--- src/rtl/ipc_mbx_pkg.sv ---
// Shared types of the mailbox: decoded register selection and user-side operations.
package ipc_mbx_pkg;

    // Kind of register an address selects.
    typedef enum logic [3:0] {
        SEL_NONE,
        SEL_REV,
        SEL_MSG,
        SEL_FULL,
        SEL_LEVEL,
        SEL_ISTAT,
        SEL_IEN,
        SEL_ISET,
        SEL_ICLR
    } sel_kind_e;

    // Decoded selection: register kind plus FIFO or user index.
    typedef struct packed {
        sel_kind_e  kind;
        logic [7:0] idx;
    } sel_t;

    // Write operation applied to one user's interrupt state.
    typedef enum logic [2:0] {
        UOP_NONE,
        UOP_ACK,
        UOP_LOAD,
        UOP_SET,
        UOP_CLR
    } uop_e;

endpackage

--- src/rtl/ipc_mbx_decode.sv ---
// Address decoder: maps a byte address to a register kind and index.
// Assumes N_FIFOS <= 16, N_USERS <= 256 and AW wide enough to cover 0x100 plus the user area.
// LEGACY selects the user-area layout (8-byte stride with one enable, or 16-byte stride with set/clear).
module ipc_mbx_decode
    import ipc_mbx_pkg::*;
#(
    parameter int AW      = 12,
    parameter int N_FIFOS = 4,
    parameter int N_USERS = 2,
    parameter int LEGACY  = 0
) (
    input  logic [AW-1:0] addr,
    output sel_t          sel
);
    localparam logic [AW-1:0] FIFO_LIM  = AW'(N_FIFOS);
    localparam logic [AW-1:0] USER_LIM  = AW'(N_USERS);
    localparam logic [AW-1:0] USER_BASE = AW'('h100);

    logic [AW-1:0] grp;
    logic [AW-1:0] fidx;
    logic [AW-1:0] uoff;
    logic [AW-1:0] uidx;
    logic [3:0]    usub;
    sel_t          usel;

    assign grp  = addr >> 6;
    assign fidx = AW'(addr[5:2]);
    assign uoff = addr - USER_BASE;

    generate
        if (LEGACY != 0) begin : g_legacy
            assign uidx = uoff >> 3;
            assign usub = {1'b0, uoff[2:0]};
            // Legacy user area: status then read/write enable.
            always_comb begin
                usel = '{kind: SEL_NONE, idx: 8'd0};
                if (uidx < USER_LIM) begin
                    usel.idx = 8'(uidx);
                    case (usub)
                        4'h0:    usel.kind = SEL_ISTAT;
                        4'h4:    usel.kind = SEL_IEN;
                        default: usel.kind = SEL_NONE;
                    endcase
                end
            end
        end else begin : g_split
            assign uidx = uoff >> 4;
            assign usub = uoff[3:0];
            // Split user area: status, enable-set, enable-clear.
            always_comb begin
                usel = '{kind: SEL_NONE, idx: 8'd0};
                if (uidx < USER_LIM) begin
                    usel.idx = 8'(uidx);
                    case (usub)
                        4'h4:    usel.kind = SEL_ISTAT;
                        4'h8:    usel.kind = SEL_ISET;
                        4'hC:    usel.kind = SEL_ICLR;
                        default: usel.kind = SEL_NONE;
                    endcase
                end
            end
        end
    endgenerate

    // Top-level decode: revision, FIFO area, user area.
    always_comb begin
        sel = '{kind: SEL_NONE, idx: 8'd0};
        if (addr[1:0] == 2'b00) begin
            if (addr == '0) begin
                sel.kind = SEL_REV;
            end else if (addr < USER_BASE) begin
                if (fidx < FIFO_LIM) begin
                    sel.idx = 8'(fidx);
                    case (grp)
                        AW'(1):  sel.kind = SEL_MSG;
                        AW'(2):  sel.kind = SEL_FULL;
                        AW'(3):  sel.kind = SEL_LEVEL;
                        default: sel.kind = SEL_NONE;
                    endcase
                end
            end else begin
                sel = usel;
            end
        end
    end

endmodule

--- src/rtl/ipc_mbx_fifo.sv ---
// One message FIFO: circular buffer with word count.
// A push while full is dropped, and a pop while empty does nothing.
// The head word is only meaningful while the FIFO is not empty.
module ipc_mbx_fifo #(
    parameter int  DW    = 32,
    parameter int  DEPTH = 4,
    localparam int CW    = $clog2(DEPTH + 1)
) (
    input  logic          clk,
    input  logic          rst_n,
    input  logic          push,
    input  logic [DW-1:0] push_data,
    input  logic          pop,
    output logic [DW-1:0] head,
    output logic [CW-1:0] level,
    output logic          full,
    output logic          empty
);
    localparam int            PW       = (DEPTH > 1) ? $clog2(DEPTH) : 1;
    localparam logic [CW-1:0] LVL_MAX  = CW'(DEPTH);
    localparam logic [PW-1:0] PTR_LAST = PW'(DEPTH - 1);

    logic [DW-1:0] mem [DEPTH];
    logic [PW-1:0] wptr;
    logic [PW-1:0] rptr;
    logic [CW-1:0] lvl;
    logic          do_push;
    logic          do_pop;

    function automatic logic [PW-1:0] bump(input logic [PW-1:0] p);
        return (p == PTR_LAST) ? '0 : p + PW'(1);
    endfunction

    assign full    = (lvl == LVL_MAX);
    assign empty   = (lvl == '0);
    assign do_push = push && !full;
    assign do_pop  = pop && !empty;
    assign head    = mem[rptr];
    assign level   = lvl;

    // Pointer and count update.
    always_ff @(posedge clk) begin
        if (!rst_n) begin
            wptr <= '0;
            rptr <= '0;
            lvl  <= '0;
        end else begin
            if (do_push) wptr <= bump(wptr);
            if (do_pop)  rptr <= bump(rptr);
            lvl <= lvl + CW'(do_push) - CW'(do_pop);
        end
    end

    // Word storage, written on accepted pushes.
    always_ff @(posedge clk) begin
        if (do_push) mem[wptr] <= push_data;
    end

    assert_no_overflow_R4: assert property (@(posedge clk) disable iff (!rst_n)
        lvl <= LVL_MAX) else $error("FIFO count above depth");

    assert_full_drop_R4: assert property (@(posedge clk) disable iff (!rst_n)
        push && full && !pop |=> full) else $error("push into full FIFO changed it");

    assert_empty_read_R5: assert property (@(posedge clk) disable iff (!rst_n)
        pop && empty && !push |=> empty) else $error("pop of empty FIFO changed it");

endmodule

--- src/rtl/ipc_mbx_user.sv ---
// Interrupt state of one user: sticky status with write-1-to-clear, enable mask, level interrupt.
// ev carries the per-cycle event conditions (non-empty and not-full per FIFO).
// LEGACY picks a whole-word enable load, otherwise bitwise set and clear.
module ipc_mbx_user
    import ipc_mbx_pkg::*;
#(
    parameter int N_EV   = 8,
    parameter int LEGACY = 0
) (
    input  logic            clk,
    input  logic            rst_n,
    input  uop_e            op,
    input  logic [N_EV-1:0] wdata,
    input  logic [N_EV-1:0] ev,
    output logic [N_EV-1:0] stat,
    output logic [N_EV-1:0] en,
    output logic            irq
);
    logic [N_EV-1:0] ack_mask;

    assign ack_mask = (op == UOP_ACK) ? wdata : '0;

    // Status: a pending event condition wins over an acknowledge.
    always_ff @(posedge clk) begin
        if (!rst_n) stat <= '0;
        else        stat <= (stat & ~ack_mask) | ev;
    end

    generate
        if (LEGACY != 0) begin : g_load
            // Enable replaced as a whole word.
            always_ff @(posedge clk) begin
                if (!rst_n)              en <= '0;
                else if (op == UOP_LOAD) en <= wdata;
            end

            assert_enable_load_R9: assert property (@(posedge clk) disable iff (!rst_n)
                op == UOP_LOAD |=> en == $past(wdata)) else $error("enable load lost");
        end else begin : g_setclr
            // Enable updated bitwise through set and clear operations.
            always_ff @(posedge clk) begin
                if (!rst_n)                  en <= '0;
                else if (op == UOP_SET)      en <= en | wdata;
                else if (op == UOP_CLR)      en <= en & ~wdata;
            end

            assert_enable_set_R8: assert property (@(posedge clk) disable iff (!rst_n)
                op == UOP_SET |=> (en & $past(wdata)) == $past(wdata)) else $error("enable set lost");

            assert_enable_clr_R8: assert property (@(posedge clk) disable iff (!rst_n)
                op == UOP_CLR |=> (en & $past(wdata)) == '0) else $error("enable clear lost");
        end
    endgenerate

    assign irq = |(stat & en);

    assert_status_sticky_R6: assert property (@(posedge clk) disable iff (!rst_n)
        op != UOP_ACK |=> (stat & $past(stat)) == $past(stat)) else $error("status bit dropped without ack");

    assert_ack_clears_R6: assert property (@(posedge clk) disable iff (!rst_n)
        op == UOP_ACK |=> (stat & $past(wdata) & ~$past(ev)) == '0) else $error("ack did not clear idle bit");

endmodule

--- src/rtl/ipc_mailbox.sv ---
// Multi-user mailbox: N_FIFOS message FIFOs, N_USERS interrupt contexts, registered read port.
// Assumes 2*N_FIFOS <= DW and word-aligned bus addresses. A read of a message address pops.
// Bus writes and reads share one address. Read data is valid the cycle after bus_re.
module ipc_mailbox
    import ipc_mbx_pkg::*;
#(
    parameter int          N_USERS = 2,
    parameter int          N_FIFOS = 4,
    parameter int          DEPTH   = 4,
    parameter int          DW      = 32,
    parameter int          AW      = 12,
    parameter int          LEGACY  = 0,
    parameter logic [31:0] REV_ID  = 32'h0000_0102
) (
    input  logic               clk,
    input  logic               rst_n,
    input  logic [AW-1:0]      bus_addr,
    input  logic               bus_we,
    input  logic [DW-1:0]      bus_wdata,
    input  logic               bus_re,
    output logic [DW-1:0]      bus_rdata,
    output logic [N_USERS-1:0] irq_o
);
    localparam int N_EV = 2 * N_FIFOS;
    localparam int CW   = $clog2(DEPTH + 1);
    localparam int FW   = (N_FIFOS > 1) ? $clog2(N_FIFOS) : 1;
    localparam int UW   = (N_USERS > 1) ? $clog2(N_USERS) : 1;

    sel_t             sel;
    logic [DW-1:0]    head  [N_FIFOS];
    logic [CW-1:0]    lvl   [N_FIFOS];
    logic [N_FIFOS-1:0] full_v;
    logic [N_FIFOS-1:0] empty_v;
    logic [N_EV-1:0]  ev;
    logic [N_EV-1:0]  stat  [N_USERS];
    logic [N_EV-1:0]  en    [N_USERS];
    logic [DW-1:0]    rd_val;
    logic [FW-1:0]    fsel;
    logic [UW-1:0]    usel;

    ipc_mbx_decode #(
        .AW(AW), .N_FIFOS(N_FIFOS), .N_USERS(N_USERS), .LEGACY(LEGACY)
    ) u_dec (
        .addr(bus_addr),
        .sel (sel)
    );

    generate
        for (genvar g = 0; g < N_FIFOS; g++) begin : g_fifo
            logic push_g;
            logic pop_g;
            assign push_g = bus_we && (sel.kind == SEL_MSG) && (sel.idx == 8'(g));
            assign pop_g  = bus_re && (sel.kind == SEL_MSG) && (sel.idx == 8'(g));

            ipc_mbx_fifo #(.DW(DW), .DEPTH(DEPTH)) u_fifo (
                .clk      (clk),
                .rst_n    (rst_n),
                .push     (push_g),
                .push_data(bus_wdata),
                .pop      (pop_g),
                .head     (head[g]),
                .level    (lvl[g]),
                .full     (full_v[g]),
                .empty    (empty_v[g])
            );

            assign ev[2*g]   = !empty_v[g];
            assign ev[2*g+1] = !full_v[g];
        end

        for (genvar u = 0; u < N_USERS; u++) begin : g_user
            uop_e op_u;
            // Select the operation a bus write applies to this user.
            always_comb begin
                op_u = UOP_NONE;
                if (bus_we && (sel.idx == 8'(u))) begin
                    case (sel.kind)
                        SEL_ISTAT: op_u = UOP_ACK;
                        SEL_IEN:   op_u = UOP_LOAD;
                        SEL_ISET:  op_u = UOP_SET;
                        SEL_ICLR:  op_u = UOP_CLR;
                        default:   op_u = UOP_NONE;
                    endcase
                end
            end

            ipc_mbx_user #(.N_EV(N_EV), .LEGACY(LEGACY)) u_user (
                .clk  (clk),
                .rst_n(rst_n),
                .op   (op_u),
                .wdata(bus_wdata[N_EV-1:0]),
                .ev   (ev),
                .stat (stat[u]),
                .en   (en[u]),
                .irq  (irq_o[u])
            );
        end
    endgenerate

    assign fsel = sel.idx[FW-1:0];
    assign usel = sel.idx[UW-1:0];

    // Read multiplexer over all readable registers.
    always_comb begin
        rd_val = '0;
        case (sel.kind)
            SEL_REV:   rd_val = DW'(REV_ID);
            SEL_MSG:   rd_val = empty_v[fsel] ? '0 : head[fsel];
            SEL_FULL:  rd_val = DW'(full_v[fsel]);
            SEL_LEVEL: rd_val = DW'(lvl[fsel]);
            SEL_ISTAT: rd_val = DW'(stat[usel]);
            SEL_IEN,
            SEL_ISET,
            SEL_ICLR:  rd_val = DW'(en[usel]);
            default:   rd_val = '0;
        endcase
    end

    // Registered read data, updated only by a read strobe.
    always_ff @(posedge clk) begin
        if (!rst_n)      bus_rdata <= '0;
        else if (bus_re) bus_rdata <= rd_val;
    end

    assert_rdata_hold_R11: assert property (@(posedge clk) disable iff (!rst_n)
        !bus_re |=> $stable(bus_rdata)) else $error("read data moved without a read");

endmodule

--- config.mk ---
export PLATFORM = sky130hd
export DESIGN_NAME = ipc_mailbox
export DESIGN_NICKNAME = d
export VERILOG_FILES = /design/src/rtl/ipc_mbx_pkg.sv /design/src/rtl/ipc_mbx_decode.sv /design/src/rtl/ipc_mbx_fifo.sv /design/src/rtl/ipc_mbx_user.sv /design/src/rtl/ipc_mailbox.sv
export SDC_FILE = /design/constraint.sdc
export NUM_CORES = 1
export LEC_CHECK = 0
export BUFFER_PORTS_ARGS = -buffer_cell sky130_fd_sc_hd__buf_2
export CAP_MARGIN = 20
export CORE_ASPECT_RATIO = 1.75
export CORE_MARGIN = 2
export CORE_UTILIZATION = 35
export DETAILED_ROUTE_END_ITERATION = 7
export GPL_TIMING_DRIVEN = 0
export PLACE_DENSITY = 0.54
export SLEW_MARGIN = 30
export SYNTH_ARGS = -nofsm -noshare
export SYNTH_HDL_FRONTEND = slang
export SYNTH_SLANG_ARGS = --single-unit
--- constraint.sdc ---
create_clock -name clk -period 11.26 [get_ports clk]
set_clock_uncertainty 0.05 [all_clocks]
set_input_delay 1.126 -clock clk [delete_from_list [all_inputs] [get_ports clk]]
set_output_delay 1.126 -clock clk [all_outputs]
set_load 0.02 [all_outputs]
== Yosys cells after proc, flatten, opt, wreduce, memory -nomap -nowiden ==
Memory sizes are Yosys's and may differ from the RTL's. A register that Yosys moved wholly into a read port is not among the register bits.
Index checks and enable logic that the tools add are counted.
Cells by class
  $add $sub $neg: 17
  $lt $le $gt $ge: 6
  eq/ne operators: 35
  multiplexer cells: 59
  bitwise operators: 15
  reduce and logical (&&, ||, !) cells: 40
Operator list (count)
  32-bit one-hot mux with 6 select lines: 1
  8-bit 2-to-1 mux: 13
  32-bit 2-to-1 mux: 3
  32-bit binary-select mux with 2-bit select: 1
  8-bit bitwise AND: 6
  12-bit 2-to-1 mux: 4
  2-bit 2-to-1 mux: 16
  8-bit bitwise OR: 4
  8-bit NOT: 3
  4-bit by 3-bit == test with 1-bit output (second input constant): 5
  1-bit logical AND: 20
  3-bit == test (second input constant): 6
  2-bit by 1-bit adder with 2-bit output (second input constant): 8
  2-bit == test (second input constant): 8
  8-bit by 2-bit == test with 1-bit output (second input constant): 2
  8-bit OR reduction: 2
  3-bit by 1-bit adder with 3-bit output: 4
  4-bit == test (second input constant): 3
  6-bit by 2-bit == test with 1-bit output (second input constant): 2
  12-bit logical NOT: 1
  3-bit logical NOT: 4
  12-bit by 9-bit less-than comparator with 1-bit output (second input constant): 1
  3-bit 2-to-1 mux: 4
  3-bit one-hot mux with 4 select lines: 1
  other kinds (26): 50
Storage, ports and cells
  flip-flop bits (word level): 92
  RAM bits: 512
  bits of input ports: 48
  output and inout bits: 34
  word-level logic and storage cells: 193
  memories kept: 4
Memory list
  g_fifo[0].u_fifo.mem: depth 4, width 32, read ports 1, clocked after memory_dff 1, write ports 1, RTL line ipc_mbx_fifo.sv:23  | logic [DW-1:0] mem [DEPTH];
  g_fifo[1].u_fifo.mem: depth 4, width 32, read ports 1, clocked after memory_dff 1, write ports 1, RTL line ipc_mbx_fifo.sv:23
  g_fifo[2].u_fifo.mem: depth 4, width 32, read ports 1, clocked after memory_dff 1, write ports 1, RTL line ipc_mbx_fifo.sv:23
  g_fifo[3].u_fifo.mem: depth 4, width 32, read ports 1, clocked after memory_dff 1, write ports 1, RTL line ipc_mbx_fifo.sv:23

== Depth between registers and ports, before layout ==
Gate-level depths: netlist (run 1).
  word-level depth: 15
  mapped depth: 18
  gate-level depth less buffers: 16

== Modules after synthesis ==
From an unflattened synthesis (run 1), not the netlist that was laid out.
Second synthesis, totals
  cell total of the unflattened synthesis: 1394
  area total of the unflattened synthesis: 25450.7 um^2
By module, submodules not included
  ipc_mbx_fifo: times used 4, cells each 220, area an instance 5143.7 um^2, seq. area each 4023.9 um^2
  ipc_mailbox: times used 1, cells each 282, area an instance 2812.7 um^2, seq. area each 640.6 um^2
  ipc_mbx_user: times used 2, cells each 91, area an instance 862.1 um^2, seq. area each 320.3 um^2
  ipc_mbx_decode: times used 1, cells each 50, area an instance 339.1 um^2, seq. area each 0.0 um^2

== Least setup slack after synthesis (run 1) ==
No wires, ideal clock.
  kind: input to register
  start: input bus_addr[9]
  end: memory g_fifo[1].u_fifo.mem[0][0], enable pin
  setup time: 0.392 ns
  arrival: 4.036 ns
  required time: 10.818 ns
  path slack: 6.782 ns
  stages on the path: 11
  path buffers: 3
  cell sequence: inv_1 -> ha_1 -> buf_4 -> or3b_4 -> maj3_2 -> a31oi_2 -> and4_4 -> buf_2 -> and4_1 -> buf_2 -> and2_1
Between the ends
  cells in the longest elaborated chain, start to end: 12
  elaborated cells between the ends (all ways): 21
  those cells by class: add/sub: 1; order compare: 2; eq/ne: 5; mux: 9; reduce/logical: 4
Ends and longest elaborated chain
  start: declaration: RTL line ipc_mailbox.sv:17  | input logic [AW-1:0] bus_addr,
  12-bit by 9-bit subtractor with 12-bit output, or another cell as far along: RTL line ipc_mbx_decode.sv:28  | assign uoff = addr - USER_BASE;
  8-bit by 2-bit less-than comparator with 1-bit output or 3-bit one-hot mux with 3 select lines (tied branches): RTL line ipc_mbx_decode.sv:52, ipc_mbx_decode.sv:74
  12-bit 2-to-1 mux, on equally long branches: RTL line ipc_mbx_decode.sv:52, ipc_mbx_decode.sv:72
  12-bit 2-to-1 mux: RTL line ipc_mbx_decode.sv:71  | end else if (addr < USER_BASE) begin
  4-bit 2-to-1 mux: RTL line ipc_mbx_decode.sv:69  | if (addr == '0) begin
  12-bit 2-to-1 mux (*): RTL line ipc_mbx_decode.sv:68  | if (addr[1:0] == 2'b00) begin
  4-bit by 2-bit == test with 1-bit output: RTL line ipc_mailbox.sv:52  | assign push_g = bus_we && (sel.kind == SEL_MSG) && (sel.idx == 8'(g));
  1-bit logical AND: RTL line ipc_mailbox.sv:52
  1-bit logical AND (*): RTL line ipc_mailbox.sv:52
  1-bit logical AND (*): RTL line ipc_mbx_fifo.sv:36  | assign do_push = push && !full;
  net g_fifo[1].u_fifo.do_push: RTL line ipc_mbx_fifo.sv:27  | logic do_push;
  1-bit 2-to-1 mux (*): RTL line ipc_mbx_fifo.sv:56  | if (do_push) mem[wptr] <= push_data;
  1-bit 2-to-1 mux (implied by the code) (*): RTL line ipc_mbx_fifo.sv:56
  end: declaration: RTL line ipc_mbx_fifo.sv:23
Mark *: on every way through the listed nets, which the timed path passes. The rest lies on a longest branch.

== Final worst setup path (run 1) ==
  start: input bus_addr[8]
  end: register g_fifo[1].u_fifo.lvl[2]
Between the ends
  cells in the longest elaborated chain, start to end: 12
  elaborated cells between the ends (all ways): 24
  those cells by class: add/sub: 3; order compare: 2; eq/ne: 5; mux: 7; reduce/logical: 7
Ends and longest elaborated chain
  12-bit by 9-bit subtractor with 12-bit output, or another cell as far along: RTL line ipc_mbx_decode.sv:28
  8-bit by 2-bit less-than comparator with 1-bit output or 3-bit one-hot mux with 3 select lines (tied branches): RTL line ipc_mbx_decode.sv:52, ipc_mbx_decode.sv:74
  12-bit 2-to-1 mux, on equally long branches: RTL line ipc_mbx_decode.sv:52, ipc_mbx_decode.sv:72
  12-bit 2-to-1 mux: RTL line ipc_mbx_decode.sv:71
  4-bit 2-to-1 mux: RTL line ipc_mbx_decode.sv:69
  12-bit 2-to-1 mux (*): RTL line ipc_mbx_decode.sv:68
  4-bit by 2-bit == test with 1-bit output: RTL line ipc_mailbox.sv:52, ipc_mailbox.sv:53
  1-bit logical AND (2 in a row): RTL line ipc_mailbox.sv:52
  1-bit logical AND: RTL line ipc_mbx_fifo.sv:36
  3-bit by 1-bit adder with 3-bit output: RTL line ipc_mbx_fifo.sv:50  | lvl <= lvl + CW'(do_push) - CW'(do_pop);
  3-bit by 1-bit subtractor with 3-bit output (*): RTL line ipc_mbx_fifo.sv:50
  end signal: assignment: RTL line ipc_mbx_fifo.sv:50
  end: declaration: RTL line ipc_mbx_fifo.sv:26  | logic [CW-1:0] lvl;
Every way passes the cells marked *; elsewhere a longest branch is shown, timed or not.
A chain may end at the register's enable or synchronous reset.

==> results of run 1 <==
[tightest hold or removal path: cells and delay by family, from the launching register on]
family          cells  cell delay, ns
compound gates      1            0.06
simple gates        1            0.05
flops               1            0.33
[power breakdown]
group	total, mW	switching [mW]	internal (mW)
clock	1.81	0.820	0.993
combinational	0.0838	0.0648	0.0190
sequential	2.45	0.00128	2.45
[placed cells by master, fill, tap and decap left out, drive strengths merged, types with 36 or more instances in the layout]
cell type,n
a21oi,36
and2,56
buf,118
clkbuf,130
dfxtp,100
edfxtp,512
inv,36
mux2i,62
mux4,129
nand2,65
nor2,39
[state kept, by name (all words and copies together), names as in the netlist, named ones only]
register / flops
bus_rdata: 32
g_fifo.u_fifo.level: 12
g_fifo.u_fifo.mem: 512
g_fifo.u_fifo.rptr: 8
g_fifo.u_fifo.wptr: 8
g_user.u_user.stat: 16
[worst max path at each step]
stage | startpoint | to | slack, ns | cells past startpoint
after detailed placement | bus_addr[8] | g_fifo[1].u_fifo.level[2]$_SDFF_PN0_ | 5.90 | 18
final | bus_addr[8] | g_fifo[1].u_fifo.level[2]$_SDFF_PN0_ | 6.50 | 18
after global routing | bus_addr[9] | g_fifo[1].u_fifo.level[2]$_SDFF_PN0_ | 6.30 | 19
after global placement | bus_addr[9] | g_fifo[0].u_fifo.mem[1][7]$_DFFE_PP_ | 5.07 | 12
after floorplan | bus_addr[9] | g_fifo[1].u_fifo.mem[0][0]$_DFFE_PP_ | 6.78 | 11
after CTS | bus_addr[8] | g_fifo[1].u_fifo.level[2]$_SDFF_PN0_ | 6.54 | 18
[stage by stage]
stage / std cells / hold WS, ns / utilization [%] / setup WS [ns]
global route: 2578 / 0.4646 / 40.22 / 6.304
CTS: 2578 / 0.4368 / 40.22 / 6.535
global placement: 2470 / 0.4156 / 37.42 / 5.068
detailed placement: 2480 / 0.4227 / 37.86 / 5.897
finish: 2579 / 0.4253 / 40.23 / 6.497
floorplan: 1469 / 0.4031 / - / 6.782
[cells by family (layout without fill, tap and decap cells)]
kind of cell             Yosys count  after routing  share of synthesized area (%)
flip-flops                       612            612                          68.84
AND/OR/NAND/NOR                  277            277                          6.152
AO/OA/AOI/OAI                    215            215                          6.390
multiplexers                     199            199                          14.33
buffers and inverters            121            306                          2.092
adder cells (fa/ha/maj)           35             35                          1.849
XOR/XNOR                          10             10                         0.3470
other                              0              1                              0
[routing by layer]
metal	vias up	part of all wire (%)	GRT usage (%)
li1	6109	-	-
met1	7105	36	19.19
met2	373	55	33.76
met3	135	4.4	2.629
met4	4	4.6	8.193
met5	-	0.045	0
[area by class of cell]
cell class	instances	area share (%)
Antenna cell	1	0.008692
Multi-Input combinational cell	736	25.62
Tap cell	924	4.016
Timing Repair Buffer	87	2.243
Sequential cell	612	60.36
Clock buffer	75	5.033
Clock inverter	23	0.8345
Inverter	35	0.4563
Buffer	86	1.426
==> impl_metrics.py, run 1 <==
metrics = {
    "placed_design": {
        "io_buffers": 77,
        "place_area_sq_um": 27090,
        "gp_congestion": 0.8636,
        "dpl.hpwl_mm": 43.61,
    },
    "route": {
        "wl_per_cell_um": 25.68,
        "detail_route.first_pass.iterations": 7,
        "vias_per_cell": 5.322,
        "via_count": 13730,
        "wl_mm": 66.22,
        "drc": 0,
        "drt_iter0_drc": 983,
        "antenna_left": 0,
    },
    "synthesis": {
        "yosys-top-cells-count": "edfxtp_1, mux4_2, dfxtp_1",
        "seq_area_frac_synth_pct": 68.84,
        "postSynth.asyncResetShare_pct": 0,
        "syn_inst": 1469,
        "synth_ff_type": "edfxtp_1",
        "yosysUniqueCellTypes": 74,
        "yosysWarnings": 0,
        "yosysTopAreaCell": "edfxtp_1",
        "synth_most_common_cell": "edfxtp_1",
        "synth.cell_area_sq_um": 25240,
        "syn-mean-instance-area_sq_um": 17.18,
        "synth_fp_nets": 1551,
        "synth_edf_count": 512,
        "synth_area_leaders": "edfxtp_1, mux4_2, dfxtp_1",
        "synth_top_area_share_pct": 60.91,
        "ys_seq_elements": 612,
    },
    "sta": {
        "rsz0062_at_grt": "no",
        "slew_viol_final": 0,
        "tightest_slew_ns": 0.9921,
        "fin_crit_sh_pct": 42.30,
        "fmax_mhz": 209.9,
        "hold_violations": 0,
        "finalSetupViolations": 0,
        "finalCriticalPeriod_ns": 4.763,
        "fin_tns_setup_ns": 0,
        "slew_headroom_pct": 33.86,
    },
    "setup_path": {
        "setup.worst_path.start_class": "input pin",
        "r2r_end": "bus_rdata[8]$_SDFFE_PN0P_",
        "crit_chain": "buf_2 > inv_1 > ha_1 > buf_4 > o31ai_2 > a31oi_2 > and4_4 > nand2_4 > clkbuf_1 > nor2_1 > ha_1 > inv_1 > ha_1 > inv_1 > fa_1 > xnor2_1 > xnor2_1 > and2_1",
        "crit_arrival_ns": 5.20,
        "reg2reg_setup_slack_ns": 8.10,
        "cp.required_ns": 11.70,
        "endpoint_kind": "register",
        "path_max_fanout": 10,
        "reg2regPathDepth": 6,
        "slowest_stage": "clkbuf_1",
        "max_stage_delay_ns": 0.70,
        "path_class": "in -> reg",
        "critPathTopFamily": "buffers and inverters",
        "crit_buf_inv": 6,
    },
    "cts": {
        "cts_tree": "yes",
        "clk_latency_ns": 0.60,
        "cts-buffers-inserted": 53,
        "clk_pin_slew_worst_paths_ns": 0.07,
        "cts.htree.levels": 2,
        "clockBufferDepth": 3,
        "cts-root-buf": "clkbuf_16",
        "cts_resized": 0,
        "cts_sinks": 612,
        "cts_setup_buffers": 0,
        "postCtsHoldBufs": 0,
    },
    "floorplanning": {
        "floorplan.initialDensity_pct": 35.27,
        "core_sq_um": 71570,
        "fp.dieH_um": 359.3,
        "pin_count": 82,
        "rows": 130,
        "dieArea_sq_um": 74360,
        "chipWidth_um": 207,
    },
    "cells_and_area": {
        "regArea_sq_um": 17380,
        "stdcell_area_sq_um": 28790,
        "finalNetCount": 1693,
        "drive_gt1_share_pct": 23.16,
        "n_fill_cell": 6551,
        "multi_input_comb_area_sq_um": 7377,
        "area_growth_pct": 14.06,
    },
    "grt": {
        "grt_max_degree": 33,
        "antenna_found_initial": 3,
        "grt_first_pass_wirelength_mm": 97.20,
        "grt_pass1_vias": 14730,
        "track_usage_pct": 17.77,
        "grt_overflow": 0,
    },
    "min_path": {
        "worstHoldPathCells": 2,
        "hp-class": "reg -> reg",
        "worstHoldStart": "bus_rdata[3]$_SDFFE_PN0P_",
        "hold_path_end": "bus_rdata[3]$_SDFFE_PN0P_",
    },
    "pwr": {
        "ir_worst_vdd_uv": 98.93,
        "power.leakage_nw": 9.351,
        "power_density_nw_per_um2": 151.0,
        "power_mw": 4.347,
    },
    "job": {
        "max-cap-violations": 0,
    },
    "outcome": {
        "status": "completed",
    },
}
Note: power is estimated with default switching activity, not from simulation.
==> run 2: changes to the inputs <==
Settings changed: ABC_AREA set to 1, PLACE_DENSITY 0.54 to 0.56.
Clock period 11.26 ns to 4.3 ns, I/O delays scaled along.
==> run 2 against run 1 <==
Compared with the run above: power grew to 2.7 times the previous value; non-clock buffer count is 39 higher; critical path type unchanged; register-to-register slack worse by 6.8 ns.
==> impl_metrics.py, run 2 <==
metrics = {
    "sta": {
        "fin_crit_sh_pct": 76.05,
        "slew_viol_final": 0,
        "fin_tns_setup_ns": 0,
        "fmax_mhz": 305.8,
        "tightest_slew_ns": 0.8735,
        "hold_violations": 0,
        "slew_headroom_pct": 41.55,
        "finalSetupViolations": 0,
        "rsz0062_at_grt": "no",
        "finalCriticalPeriod_ns": 3.270,
    },
    "min_path": {
        "hp-class": "in -> reg",
    },
    "pwr": {
        "ir_worst_vdd_uv": 358.3,
        "power_density_nw_per_um2": 402.0,
        "power.leakage_nw": 10.36,
        "power_mw": 11.83,
    },
    "route": {
        "drc": 0,
        "met1_length_mm": 27.23,
        "wl_mm": 75.41,
        "detail_route.first_pass.iterations": 8,
        "wl_per_cell_um": 22.67,
        "met2WireLength_mm": 39.15,
        "wl_met3_mm": 3.895,
        "via_count": 17730,
        "top_layer": "met5",
        "vias_per_cell": 5.329,
        "antenna_left": 0,
        "drt_iter0_drc": 1526,
    },
    "setup_path": {
        "crit_chain": "buf_2 > inv_1 > ha_1 > nand2_2 > nor2_4 > inv_2 > a21oi_2 > nor2_8 > nand2_8 > nor2_8 > inv_2 > nor2_2 > inv_2 > nor3_4 > inv_2 > nor2_4 > buf_16",
        "cp.required_ns": 4.57,
        "endpoint_kind": "register",
        "slowest_stage": "nor2_4",
        "max_stage_delay_ns": 0.50,
        "reg2reg_setup_slack_ns": 1.26,
        "path_max_fanout": 17,
        "setup.worst_path.start_class": "input pin",
        "crit_arrival_ns": 3.54,
        "path_class": "in -> reg",
        "crit_top_cell": "inv_2",
    },
    "placed_design": {
        "dpl.hpwl_mm": 54.44,
        "io_buffers": 80,
        "post-place-cells": 3223,
        "gp_congestion": 0.9172,
        "place_area_sq_um": 27530,
    },
    "grt": {
        "track_usage_pct": 19.69,
        "grt_overflow": 0,
        "grt_max_degree": 21,
        "antenna_found_initial": 2,
        "grt_pass1_vias": 17570,
        "grt_first_pass_wirelength_mm": 110.1,
    },
    "synthesis": {
        "syn-mean-instance-area_sq_um": 11.50,
        "synth_edf_count": 512,
        "yosysTopAreaCell": "edfxtp_1",
        "synth_ff_type": "edfxtp_1",
        "synth_most_common_cell": "edfxtp_1",
        "yosysWarnings": 0,
        "synth_top_area_share_pct": 60.84,
        "postSynth.asyncResetShare_pct": 0,
        "ys_seq_elements": 612,
        "yosys-top-cells-count": "edfxtp_1, nand2_1, nor2_1",
        "synth_area_leaders": "edfxtp_1, dfxtp_1, nand2_1",
        "yosysUniqueCellTypes": 43,
        "syn_inst": 2197,
        "seq_area_frac_synth_pct": 68.76,
        "synth.cell_area_sq_um": 25270,
        "synth_fp_nets": 2279,
    },
    "cells_and_area": {
        "largest_reg_flops": 512,
        "regMostFlops": "g_fifo.u_fifo.mem",
        "stdcell_area_sq_um": 29430,
        "final_common_cell": "edfxtp_1",
        "top_regs": "g_fifo.u_fifo.mem x512, bus_rdata x32, g_user.u_user.stat x16",
        "mostFrequentLayoutCells": "edfxtp_1, nand2_1, o21ai_0, nor2_1, a21oi_1",
        "area_growth_pct": 16.45,
        "finalNetCount": 2438,
        "regArea_sq_um": 17380,
        "multi_input_comb_area_sq_um": 7104,
        "layoutNonFillerInstCount": 3326,
        "drive_gt1_share_pct": 12.20,
        "n_fill_cell": 6700,
    },
    "cts": {
        "cts_setup_buffers": 0,
        "cts_resized": 0,
        "clockBufferDepth": 3,
        "cts_tree": "yes",
        "cts-root-buf": "clkbuf_16",
        "cts_sinks": 612,
        "clk_latency_ns": 0.62,
        "postCtsHoldBufs": 0,
        "cts-buffers-inserted": 55,
        "clk_pin_slew_worst_paths_ns": 0.07,
        "cts.htree.levels": 2,
    },
    "floorplanning": {
        "core_sq_um": 71570,
        "rows": 130,
        "dieArea_sq_um": 74450,
        "pin_count": 82,
        "floorplan.initialDensity_pct": 35.31,
        "chipWidth_um": 207.1,
        "fp.dieH_um": 359.5,
    },
    "outcome": {
        "status": "completed",
    },
    "job": {
        "max-cap-violations": 0,
    },
}
==> run 2: changes by cell type in the layout (fill, tap and decap cells not counted), sizes merged, moves of 35 or more <==
cell and delta:
o21ai +184, mux2i -62, nor2 +189, inv +83, a21oi +145, o22ai +68, mux4 -129, nand2 +400
and2 -56, nand3 +44, nor2b -35, a32o +62
==> run 2: layout make-up <==
| class | instances | share of cell area [%] |
|---|---|---|
| clock inverter | 30 | 1.191 |
| antenna | 1 | 0.008504 |
| clock buffer | 72 | 5.247 |
| sequential | 612 | 59.05 |
| timing repair buffer | 102 | 3.308 |
| buffer | 110 | 1.594 |
| tap | 924 | 3.929 |
| multi-input combinational | 1356 | 24.14 |
| inverter | 119 | 1.531 |
==> run 2: path summary, 6_finish.rpt <==
path / from / endpoint / cells past startpoint
hold reg to reg: bus_rdata[1]$_SDFFE_PN0P_ / bus_rdata[1]$_SDFFE_PN0P_ / 2
setup reg to reg: register / bus_rdata[12]$_SDFFE_PN0P_ / 10
hold / removal: bus_wdata[13] / g_fifo[3].u_fifo.mem[3][13]$_DFFE_PP_ / 1
setup / recovery: bus_addr[8] / g_fifo[3].u_fifo.mem[2][23]$_DFFE_PP_ / 17
==> run 2: critical path, delay by kind of cell <==
family	cells	cell delay, ns
buffers and inverters	7	1.00
adder cells (fa/ha/maj)	1	0.23
AND/OR/NAND/NOR	8	1.76
AO/OA/AOI/OAI	1	0.09
==> run 2: cell families (layout without fill, tap and decap cells) <==
group,Yosys count,after routing,share of synthesized area (%)
buffers and inverters,229,433,3.639
flip-flops,612,612,68.76
AO/OA/AOI/OAI,538,538,12.51
adder cells (fa/ha/maj),34,34,1.802
other,0,1,0
AND/OR/NAND/NOR,782,782,13.22
XOR/XNOR,2,2,0.06933
==> run 2: where the power goes <==
part	leakage [nW]	total (mW)	switching (mW)	internal, mW
Sequential	5.41	6.42	0.00372	6.42
Combinational	4.03	0.247	0.205	0.0425
Clock	0.924	5.16	2.21	2.96
Total	10.4	11.8	2.41	9.42
==> run 2: metrics by stage <==
step | hold WS, ns | setup slack, ns | util [%]
floorplan | 0.3996 | 0.3788 | -
global placement | 0.4069 | -1.411 | 37.48
detailed placement | 0.4041 | 0.4126 | 38.47
CTS | 0.1812 | 1.025 | 41.11
global route | 0.1924 | 0.8046 | 41.11
finish | 0.2051 | 1.030 | 41.12
==> run 2: layer usage <==
layer	global-route usage, %	vias up
li1	-	8164
met1	21.76	8723
met2	35.68	655
met3	2.254	181
met4	12.59	2
met5	0	-
